==> src/rtl/pp_pkg.sv <==
package pp_pkg;

    typedef enum logic [1:0] {
        OUT_IDLE   = 2'd0,
        OUT_ARMED  = 2'd1,
        OUT_STROBE = 2'd2
    } out_st_t;

    typedef enum logic {
        IN_EMPTY = 1'b0,
        IN_FULL  = 1'b1
    } in_st_t;

endpackage

==> src/rtl/pp_out_fsm.sv <==
module pp_out_fsm
    import pp_pkg::*;
#(
    parameter int DW = 8
) (
    input  logic          clk,
    input  logic          pwr_clr,
    input  logic          wr_sel,
    input  logic          ph2_edge,
    input  logic          cyc_sync,
    input  logic [DW-1:0] bus_din,
    output logic [DW-1:0] dq,
    output logic          strobe_n
);

    out_st_t st_q, st_d;
    logic    wr_sel_q;
    logic    wr_lead;

    // leading edge of the write select
    assign wr_lead = wr_sel && !wr_sel_q;

    always_ff @(posedge clk or posedge pwr_clr) begin
        if (pwr_clr) begin
            st_q     <= OUT_IDLE;
            wr_sel_q <= 1'b0;
            dq       <= '0;
        end else begin
            st_q     <= st_d;
            wr_sel_q <= wr_sel;
            if (wr_lead) begin
                dq <= bus_din;
            end
        end
    end

    always_comb begin
        st_d = st_q;
        if (wr_lead) begin
            st_d = OUT_ARMED;
        end else begin
            unique case (st_q)
                OUT_IDLE:   st_d = OUT_IDLE;
                OUT_ARMED:  if (ph2_edge) st_d = OUT_STROBE;
                OUT_STROBE: if (ph2_edge && cyc_sync) st_d = OUT_IDLE;
                default:    st_d = OUT_IDLE;
            endcase
        end
    end

    always_comb begin
        strobe_n = (st_q != OUT_STROBE);
    end

endmodule

==> src/rtl/pp_strobe_sampler.sv <==
module pp_strobe_sampler (
    input  logic clk,
    input  logic pwr_clr,
    input  logic ph2_edge,
    input  logic rdy_n,
    output logic set_pulse
);

    logic smp_q;
    logic smp_d1;

    always_ff @(posedge clk or posedge pwr_clr) begin
        if (pwr_clr) begin
            smp_q  <= 1'b0;
            smp_d1 <= 1'b0;
        end else begin
            if (ph2_edge) begin
                smp_q <= !rdy_n;
            end
            smp_d1 <= smp_q;
        end
    end

    // only a fresh rise of the sampled strobe may set the flag
    assign set_pulse = smp_q && !smp_d1;

endmodule

==> src/rtl/pp_in_fsm.sv <==
module pp_in_fsm
    import pp_pkg::*;
(
    input  logic clk,
    input  logic pwr_clr,
    input  logic set_pulse,
    input  logic rd_sel,
    output logic full
);

    in_st_t st_q, st_d;

    always_ff @(posedge clk or posedge pwr_clr) begin
        if (pwr_clr) begin
            st_q <= IN_EMPTY;
        end else begin
            st_q <= st_d;
        end
    end

    always_comb begin
        st_d = st_q;
        unique case (st_q)
            IN_EMPTY: if (!rd_sel && set_pulse) st_d = IN_FULL;
            IN_FULL:  if (rd_sel) st_d = IN_EMPTY;
        endcase
    end

    always_comb begin
        full = (st_q == IN_FULL);
    end

endmodule

==> src/rtl/pp_handshake.sv <==
module pp_handshake #(
    parameter int DW       = 8,
    parameter int STAT_POS = 1
) (
    input  logic          clk,
    input  logic          pwr_clr,
    input  logic          ph2_edge,
    input  logic          cyc_sync,
    input  logic          wr_sel,
    input  logic [DW-1:0] bus_din,
    input  logic          out_dis,
    output logic [DW-1:0] pdata,
    output logic          pdata_en,
    output logic          strobe_n,
    input  logic          rdy_n,
    input  logic          rd_sel,
    output logic          ack,
    input  logic          stat_sel,
    output logic [DW-1:0] aux_en,
    output logic [DW-1:0] aux_val
);

    localparam int LAST = DW - 1;

    logic set_pulse;
    logic full;

    pp_out_fsm #(.DW(DW)) u_out (
        .clk      (clk),
        .pwr_clr  (pwr_clr),
        .wr_sel   (wr_sel),
        .ph2_edge (ph2_edge),
        .cyc_sync (cyc_sync),
        .bus_din  (bus_din),
        .dq       (pdata),
        .strobe_n (strobe_n)
    );

    pp_strobe_sampler u_smp (
        .clk       (clk),
        .pwr_clr   (pwr_clr),
        .ph2_edge  (ph2_edge),
        .rdy_n     (rdy_n),
        .set_pulse (set_pulse)
    );

    pp_in_fsm u_in (
        .clk       (clk),
        .pwr_clr   (pwr_clr),
        .set_pulse (set_pulse),
        .rd_sel    (rd_sel),
        .full      (full)
    );

    assign pdata_en = !out_dis;
    assign ack      = full;

    // status lane: only the chosen bit is driven, with inverted ready sense
    for (genvar i = 0; i <= LAST; i++) begin : g_aux
        if (i == STAT_POS) begin : g_on
            assign aux_en[i]  = stat_sel;
            assign aux_val[i] = stat_sel && !full;
        end else begin : g_off
            assign aux_en[i]  = 1'b0;
            assign aux_val[i] = 1'b0;
        end
    end

endmodule

==> config.mk <==
export PLATFORM = sky130hd
export DESIGN_NAME = pp_handshake
export DESIGN_NICKNAME = d
export VERILOG_FILES = /design/src/rtl/pp_pkg.sv /design/src/rtl/pp_out_fsm.sv /design/src/rtl/pp_strobe_sampler.sv /design/src/rtl/pp_in_fsm.sv /design/src/rtl/pp_handshake.sv
export SDC_FILE = /design/constraint.sdc
export NUM_CORES = 1
export LEC_CHECK = 0
export ABC_CLOCK_PERIOD_IN_PS = 1790
export BUFFER_PORTS_ARGS = -buffer_cell sky130_fd_sc_hd__buf_2
export CAP_MARGIN = 20
export CORE_MARGIN = 2
export CORE_UTILIZATION = 46
export CTS_BUF_LIST = sky130_fd_sc_hd__clkbuf_8
export CTS_CLUSTER_SIZE = 14
export DETAILED_ROUTE_END_ITERATION = 8
export PLACE_DENSITY = 0.86
export SYNTH_ARGS = -nofsm -noshare
export SYNTH_HDL_FRONTEND = slang
export SYNTH_SLANG_ARGS = --single-unit
==> constraint.sdc <==
create_clock -name clk -period 1.79 [get_ports clk]
set_input_delay 0.2685 -clock clk [delete_from_list [all_inputs] [get_ports clk]]
set_output_delay 0.2685 -clock clk [all_outputs]
set_load 0.005 [all_outputs]
**Yosys cells after proc, flatten, opt, wreduce, memory -nomap -nowiden**

Index checks and enable logic that the tools add are counted.

- Eq/ne operators: 5
- Muxes and demuxes: 7
- Bitwise logic cells: 1
- Reduce and logical (&&, ||, !) cells: 12

Operator list:

| operator | number |
|---|---|
| 1-bit logical NOT | 6 |
| 2-bit two-way mux | 3 |
| 1-bit logical AND | 5 |
| 2-bit case mux with 2 select lines | 1 |
| 3-bit by 1-bit != test with 1-bit output (second input constant) | 1 |
| 3-bit by 2-bit != test with 1-bit output (second input constant) | 1 |
| 2-bit by 1-bit equality test with 1-bit output (second input constant) | 1 |
| 2-bit equality test (second input constant) | 1 |
| 1-bit two-way mux | 2 |
| 2-bit != test (second input constant) | 1 |
| 1-bit case mux with 2 select lines | 1 |
| 2-bit AND reduction | 1 |
| 1-bit inverter | 1 |

- Word-level logic and storage cells: 31
- Register bits after elaboration: 14
- Bits of input ports: 17

**Logic depth before layout (Yosys ltp)**

Gate-level depths: netlist (run 1).

- Word-level depth: 5
- Gate-level depth with buffers: 3
- Gate-level depth less buffers: 3

**Modules after synthesis**

From an unflattened synthesis (run 1), not the netlist that was laid out.

- Cells, all modules: 55
- Area, all modules: 713.2 um^2

Modules (own cells, without submodules):

| module | cells an instance | times used | seq. area each (um^2) | area each (um^2) |
|---|---|---|---|---|
| pp_out_fsm | 28 | 1 | 275.3 | 471.7 |
| pp_handshake | 18 | 1 | 0.0 | 133.9 |
| pp_strobe_sampler | 6 | 1 | 50.0 | 68.8 |
| pp_in_fsm | 3 | 1 | 25.0 | 38.8 |

**Worst setup path after synthesis (run 1)**

No wires, ideal clock.

- Path kind: register to register
- Start: register u_out.wr_sel_q
- End: register u_out.dq[0]
- Arrival time: 0.921 ns
- Path buffers: 1
- Slack: 0.744 ns
- Cell stages (with the launch flop): 4
- Path through: dfrtp_1 -> nor2b_4 -> buf_8 -> mux2_4

- Word-level cells in the longest chain between the ends: 2

Ends and longest elaborated chain:

| what | line | text |
|---|---|---|
| from (decl) | pp_out_fsm.sv:17 | `logic wr_sel_q;` |
| from (signal assigned) | pp_out_fsm.sv:30 | `wr_sel_q <= wr_sel;` |
| 1-bit logical NOT | pp_out_fsm.sv:21 | `assign wr_lead = wr_sel && !wr_sel_q;` |
| 1-bit logical AND | pp_out_fsm.sv:21 |  |
| to (signal assigned) | pp_out_fsm.sv:32 | `dq <= bus_din;` |
| to (decl) | pp_out_fsm.sv:12 | `output logic [DW-1:0] dq,` |

Every way passes these cells.
A chain may end at the register's enable or synchronous reset.

**Final worst setup path (run 1)**

- Start: register u_out.st_q[0]
- End: output strobe_n

- Word-level cells in the longest chain between the ends: 1

Ends and longest elaborated chain:

| what | line | text |
|---|---|---|
| from (decl) | pp_out_fsm.sv:16 | `out_st_t st_q, st_d;` |
| from (signal assigned) | pp_out_fsm.sv:29 | `st_q <= st_d;` |
| 2-bit != test | pp_out_fsm.sv:52 | `strobe_n = (st_q != OUT_STROBE);` |
| to (decl) | pp_handshake.sv:14 | `output logic strobe_n,` |

Every way passes these cells.

==> results of run 1 <==
==> sequential cells by signal, indices dropped and copies added, names as in the netlist <==
| name | count |
|---|---|
| u_out.dq | 8 |
| u_out.st_q | 2 |
| u_in.full | 1 |
| u_out.wr_sel_q | 1 |
| u_smp.smp_d1 | 1 |
| u_smp.smp_q | 1 |
==> layer usage <==
layer  global-route usage [%]  wire (microns)  vias up
met2                     20.6             453       34
met1                     15.8             469      196
met3                     3.40             121        4
met5                        0               0        -
li1                         -               -      203
met4                     9.38              24        0
==> per-stage QoR <==
step | power, mW | cells | instance area, sq um | util (%) | hold WS [ns]
global route | 0.856 | 99 | 831 | 61.5 | 0.0996
CTS | 0.821 | 99 | 831 | 61.5 | 0.0585
detailed placement | 0.518 | 95 | 776 | 57.5 | 0.316
global placement | 0.515 | 95 | 776 | 57.5 | 0.308
finish | 0.811 | 99 | 831 | 61.5 | 0.0493
floorplan | 0.484 | 67 | 739 | - | 0.158
==> how the worst min path moves through the flow <==
stage | to | slack, ns | start | cells past startpoint
6_report | u_out.wr_sel_q | 0.05 | pwr_clr | 2
5_1_grt | u_out.dq[3] | 0.1 | pwr_clr | 2
4_1_cts | u_out.dq[6] | 0.06 | pwr_clr | 2
3_5_place_dp | u_out.dq[3] | 0.32 | pwr_clr | 2
3_3_place_gp | u_out.dq[6] | 0.31 | pwr_clr | 2
2_1_floorplan | u_in.full | 0.16 | pwr_clr | 1
==> cells in the mapped netlist <==
cell type / n / area share [%]
nor2_1: 2 / 1.1
a21oi_1: 3 / 2.2
buf_8: 1 / 2.2
buf_4: 15 / 16
or2_1: 1 / 0.91
nor3b_1: 1 / 1.1
nor2b_1: 1 / 0.91
nand2b_1: 1 / 0.91
mux2_4: 8 / 17
inv_1: 3 / 1.6
nor2b_4: 1 / 2.0
nand3b_1: 1 / 1.1
dfrtp_1: 14 / 51
conb_1: 1 / 0.54
a21o_1: 1 / 1.1
==> where the power goes <==
| part | switching (mW) | internal [mW] | total [mW] |
|---|---|---|---|
| Combinational | 0.0522 | 0.0829 | 0.135 |
| Clock | 0.104 | 0.194 | 0.298 |
| Sequential | 0.0226 | 0.356 | 0.378 |
==> cell families (layout without fill, tap and decap cells) <==
family | Yosys count | count (layout) | synth area share, %
AND/OR/NAND/NOR | 8 | 8 | 7.97
multiplexers | 8 | 8 | 17.4
buffers and inverters | 19 | 36 | 20.1
flip-flops | 14 | 14 | 50.7
AO/OA/AOI/OAI | 4 | 4 | 3.26
other | 1 | 14 | 0.543
==> cell type report <==
cell class                 instances  share of cell area (%)
clock buffer                       4                    6.63
tap                               15                    2.26
multi-input combinational         34                    30.1
timing repair buffer              29                    17.5
sequential                        14                    42.2
inverter                           3                    1.36
==> worst max-delay path, cell delays in order (launching register included) <==
cell	delay, ns
dfrtp_1	0.39
nand2b_1	0.17
buf_2	0.13
==> metrics.log, run 1 <==
INFO  metric ant_nets = 0
INFO  metric slew_headroom = 65.9%
INFO  metric gp_congestion = around 0.63
INFO  metric area_of_the_die = roughly 1800 sq um
INFO  metric r2r_setup_slack = between 0.6 and 0.7 ns
INFO  metric final.setup.worst_slack = 0.599 ns
INFO  metric area_taken_by_multi_input_logic_gates = approximately 250 sq um
INFO  metric core-area = between 1000 and 1500 sq um
INFO  metric timing.final.max_slew_violations = 0
INFO  metric arrival_time_reported_for_the_critical_path_endpoint = approximately 0.9 ns
INFO  metric via_count_of_the_first_global_routing_pass = between 400 and 500
INFO  metric die_h = around 43 microns
INFO  metric initial_utilization = about half
INFO  metric pin_count = 44
INFO  metric syn_area_per_cell = roughly 13 sq um
INFO  metric cts_resized = 0
INFO  metric dr_total_vias = approximately 440
INFO  metric diodes = 0
INFO  metric post-route-period-util = between 60% and 70%
INFO  metric critical_path_required = 1.52 ns
INFO  metric timing.hold.worst.class = input port to asynchronous set/reset pin
INFO  metric drtIter0Drc = 3
INFO  metric ctsHtreeMaxLevel = 1
INFO  metric netlist_area = just under 700 sq um
INFO  metric post_layout_net_count = 102
INFO  metric worst_r2r_path_depth = 2
INFO  metric drc = 0
INFO  metric routed_wire_length_per_instance = about 11 microns
INFO  metric most-common-layout-cells = buf_2, conb_1, dfrtp_1, mux2_4, clkbuf_8
INFO  metric post_route_cells_drive_above_1_share = about half
INFO  metric synth-seq-cells = 14
INFO  metric detailedRoute.firstPassIterationCount = 2
INFO  metric grt-ovfl-total = 0
INFO  metric yosys_warnings = 0
INFO  metric hold_viol = 0
INFO  metric worst_path_maximum_fanout = 3
INFO  metric clock_insertion_delay_worst_skew = 0.24 ns
INFO  metric setup.worst_path.end_class = primary output
INFO  metric ir_worst_vdd = a little over 0.0005 V
INFO  metric syn-instance-count = 54
INFO  metric worst_setup_path_endpoint = strobe_n
INFO  metric placement_rows = 13
INFO  metric critical_path.reg2reg.endpoint = u_out.dq[3]
INFO  metric final-seq-area = 350 sq um
INFO  metric cts.sink_count = 14
INFO  metric grt_setup_unrepaired = false
INFO  metric cts_root_buf = clkbuf_8
INFO  metric max-cap-violations = 0
INFO  metric clk_pin_slew = approximately 0.060 ns
INFO  metric grt_start_max_net_pins = 15
INFO  metric grt_first_pass_wirelength = approximately 1700 microns
INFO  metric synthToLayoutAreaGrowth = 20.3%
INFO  metric layout.cells.most_common = buf_2
INFO  metric final_period_minus_worst_setup_slack = between 1 and 1.5 ns
INFO  metric pre_cts_ws = 0.610 ns
INFO  metric via_per_inst = 4.41
INFO  metric post_cts_buffers = 0
INFO  metric skew = 0.00169 ns
INFO  metric r2r-start = u_out.wr_sel_q
INFO  metric report.final.setup_viol = 0
INFO  metric initial_antenna_violation_count = 0
INFO  metric dieWidth = between 40 and 50 microns
INFO  metric worstSetupStartpointType = register
INFO  metric max_clk_rate = between 800 and 900 MHz
INFO  metric clockBufferDepth = 2
INFO  metric crit_type = register to primary output
INFO  metric worst_setup_startpoint = u_out.st_q[0]
INFO  metric tightestPinTransition = 0.511 ns
INFO  metric numPortBuffers = 29
INFO  metric wirelength = between 1000 and 1500 microns
INFO  metric place_hpwl = 795 microns
INFO  metric yosysSeqAreaShare = 50.7%
INFO  metric gr-usage-all-layers = between 10% and 20%
INFO  metric fillerInstances = around 110
INFO  metric cts_tree = built
INFO  metric cts_hold_repair.buffers = 0
INFO  metric setup_tns = 0 ns
INFO  metric leakage = approximately 0.46 nW
INFO  metric cts_buffers = 3
INFO  metric outcome = completed
INFO  metric count_of_unique_library_cells_instantiated_by_yosys = 15
INFO  metric p_per_area = about 980 nW/um^2
Power figures use the tool's default switching activity.
==> run 2, diff against run 1 <==
--- a/config.mk
+++ b/config.mk
@@ -5,15 +5,15 @@
 export SDC_FILE = /design/constraint.sdc
 export NUM_CORES = 1
 export LEC_CHECK = 0
-export ABC_CLOCK_PERIOD_IN_PS = 1790
+export ABC_CLOCK_PERIOD_IN_PS = 1200
 export BUFFER_PORTS_ARGS = -buffer_cell sky130_fd_sc_hd__buf_2
 export CAP_MARGIN = 20
 export CORE_MARGIN = 2
-export CORE_UTILIZATION = 46
+export CORE_UTILIZATION = 43
 export CTS_BUF_LIST = sky130_fd_sc_hd__clkbuf_8
 export CTS_CLUSTER_SIZE = 14
 export DETAILED_ROUTE_END_ITERATION = 8
-export PLACE_DENSITY = 0.86
+export PLACE_DENSITY = 0.81
 export SYNTH_ARGS = -nofsm -noshare
 export SYNTH_HDL_FRONTEND = slang
 export SYNTH_SLANG_ARGS = --single-unit
==> constraint.sdc (replaced) <==
create_clock -name clk -period 1.2 [get_ports clk]
set_input_delay 0.18 -clock clk [delete_from_list [all_inputs] [get_ports clk]]
set_output_delay 0.18 -clock clk [all_outputs]
set_load 0.005 [all_outputs]
==> metrics.log, run 2 (synthesis gave the netlist of run 1 again) <==
INFO  metric outcome = completed
INFO  metric power.net_switching = 0.248 mW
INFO  metric setup_tns = 0 ns
INFO  metric gr-usage-all-layers = between 10% and 20%
INFO  metric core-area = roughly 1500 sq um
INFO  metric grt_setup_unrepaired = false
INFO  metric hold_viol = 0
INFO  metric largest_reg_flops = 8
INFO  metric arrival_time_reported_for_the_critical_path_endpoint = 1.20 ns
INFO  metric leakage = ~0.47 nW
INFO  metric area_of_the_die = 1940 sq um
INFO  metric ctsHtreeMaxLevel = 1
INFO  metric clock_power_share = between 30% and 40%
INFO  metric via_per_inst = about 4.2
INFO  metric worst_path_maximum_fanout = 3
INFO  metric grt-ovfl-total = 0
INFO  metric drc = 0
INFO  metric most-common-layout-cells = buf_2, conb_1, dfrtp_1, mux2_4
INFO  metric p_seq_share = roughly half
INFO  metric gp_congestion = 0.607
INFO  metric postPlaceCellArea = 777 sq um
INFO  metric placement_rows = 14
INFO  metric cts_buffers = 3
INFO  metric dieWidth = 44.1 microns
INFO  metric timing.final.max_slew_violations = 0
INFO  metric top_signal_layer_used = met3
INFO  metric largest_registers_in_the_final_layout = u_out.dq (8), u_out.st_q (2)
INFO  metric skew = 0.00455 ns
INFO  metric final_period_minus_worst_setup_slack = 1.08 ns
INFO  metric fillerInstances = approximately 140
INFO  metric post_route_cells_drive_above_1_share = between 50% and 60%
INFO  metric via_count_of_the_first_global_routing_pass = roughly 370
INFO  metric grt_start_max_net_pins = 15
INFO  metric max_clk_rate = 927 MHz
INFO  metric timing.hold.worst.class = input port to register
INFO  metric cts.sink_count = 14
INFO  metric hold_ws = around 0.065 ns
INFO  metric report.power.total = 1.13 mW
INFO  metric post-route-util = between 50% and 60%
INFO  metric numPortBuffers = 29
INFO  metric worstSetupStartpointType = register
INFO  metric clockBufferDepth = 2
INFO  metric crit_type = register to register
INFO  metric critical_path_required = about 1.3 ns
INFO  metric drtIter0Drc = 0
INFO  metric initial_utilization = 45.8%
INFO  metric ir_worst_vdd = about 0.00083 V
INFO  metric largest-register = u_out.dq
INFO  metric post_layout_net_count = about 110
INFO  metric routed_wire_length_per_instance = between 9 and 10 microns
INFO  metric dr_total_vias = roughly 440
INFO  metric initial_antenna_violation_count = 0
INFO  metric detailedRoute.firstPassIterationCount = 1
INFO  metric layout.cells.most_common = buf_2
INFO  metric tightestPinTransition = ~0.5 ns
INFO  metric netSwitchingFraction = a little over a fifth
INFO  metric clock_insertion_delay_worst_skew = 0.23 ns
INFO  metric route.met3.wl = between 100 and 150 microns
INFO  metric synthToLayoutAreaGrowth = 23.2%
INFO  metric die_h = roughly 44 microns
INFO  metric max-cap-violations = 0
INFO  metric ant_nets = 0
INFO  metric p_per_area = 1330 nW/um^2
INFO  metric grt_first_pass_wirelength = around 1500 microns
INFO  metric report.final.setup_viol = 0
INFO  metric final_design_area_no_fill = between 800 and 900 sq um
INFO  metric diodes = 0
INFO  metric wirelength = 1030 microns
INFO  metric cts_tree = built
INFO  metric pin_count = 44
INFO  metric clk_pin_slew = 0.05 ns
INFO  metric met2RoutedLength = approximately 460 microns
INFO  metric cts_root_buf = clkbuf_8
INFO  metric slew_headroom = between 60% and 70%
INFO  metric post-route-period-util = 89.9%
INFO  metric final-seq-area = around 350 sq um
INFO  metric cts_resized = 0
INFO  metric setup.worst_path.end_class = register
INFO  metric wl_met1 = about 430 microns
INFO  metric place_hpwl = between 800 and 900 microns
INFO  metric internal_power_of_the_cells = just under 0.9 mW
INFO  metric comb_power_share = between 10% and 20%
INFO  metric area_taken_by_multi_input_logic_gates = between 200 and 300 sq um
==> run 2: critical path: stages (launching register included) <==
cell and delay, ns:
dfrtp_1 0.39, nor2b_4 0.13, buf_4 0.15, mux2_4 0.29
==> run 2: path summary, 6_finish.rpt <==
path                       cells after the start  slack (ns)            from              to
max                                            3        0.12  u_out.wr_sel_q     u_out.dq[4]
min                                            1        0.07          wr_sel  u_out.wr_sel_q
max reg2reg                                    3        0.12  u_out.wr_sel_q     u_out.dq[4]
min reg2reg                                    0        0.42     u_smp.smp_q    u_smp.smp_d1
max in group asynchronous                      3        0.35         pwr_clr     u_out.dq[5]
min in group asynchronous                      3        0.51         pwr_clr  u_out.wr_sel_q
==> run 2: repair_timing <==
item	4_1_cts	5_1_grt
endpoints found under the setup margin	0	6
hold buffers	1	0
hold endpoints to repair	14	0
setup buffers	0	3
==> run 2: per-stage QoR <==
| step | cells | setup WS, ns |
|---|---|---|
| 3_5_place_dp | 96 | 0.0170 |
| 3_3_place_gp | 96 | 0.0558 |
| 2_1_floorplan | 67 | 0.154 |
| 6_report | 103 | 0.121 |
| 5_1_grt | 103 | 0.0842 |
| 4_1_cts | 100 | 0.00826 |
==> run 2: power groups by stage <==
stage          combinational, mW  sequential (mW)  clock (mW)
2_1_floorplan              0.152            0.571           0
3_5_place_dp               0.205            0.572           0
5_1_grt                    0.232            0.572       0.397
6_report                   0.211            0.564       0.356
3_3_place_gp               0.199            0.570           0
4_1_cts                    0.207            0.566       0.371
==> run 2: layer usage <==
layer / up-vias / track usage, %
li1: 208 / -
met1: 196 / 12.6
met2: 33 / 17.4
met3: 0 / 4.49
met4: 0 / 3.64
met5: - / 0
==> run 2: final cells by class <==
| class | instances | area share, % |
|---|---|---|
| Timing Repair Buffer | 33 | 20.9 |
| Inverter | 3 | 1.32 |
| Multi-Input combinational cell | 34 | 29.4 |
| Sequential cell | 14 | 41.2 |
| Clock buffer | 3 | 4.85 |
| Tap cell | 16 | 2.35 |
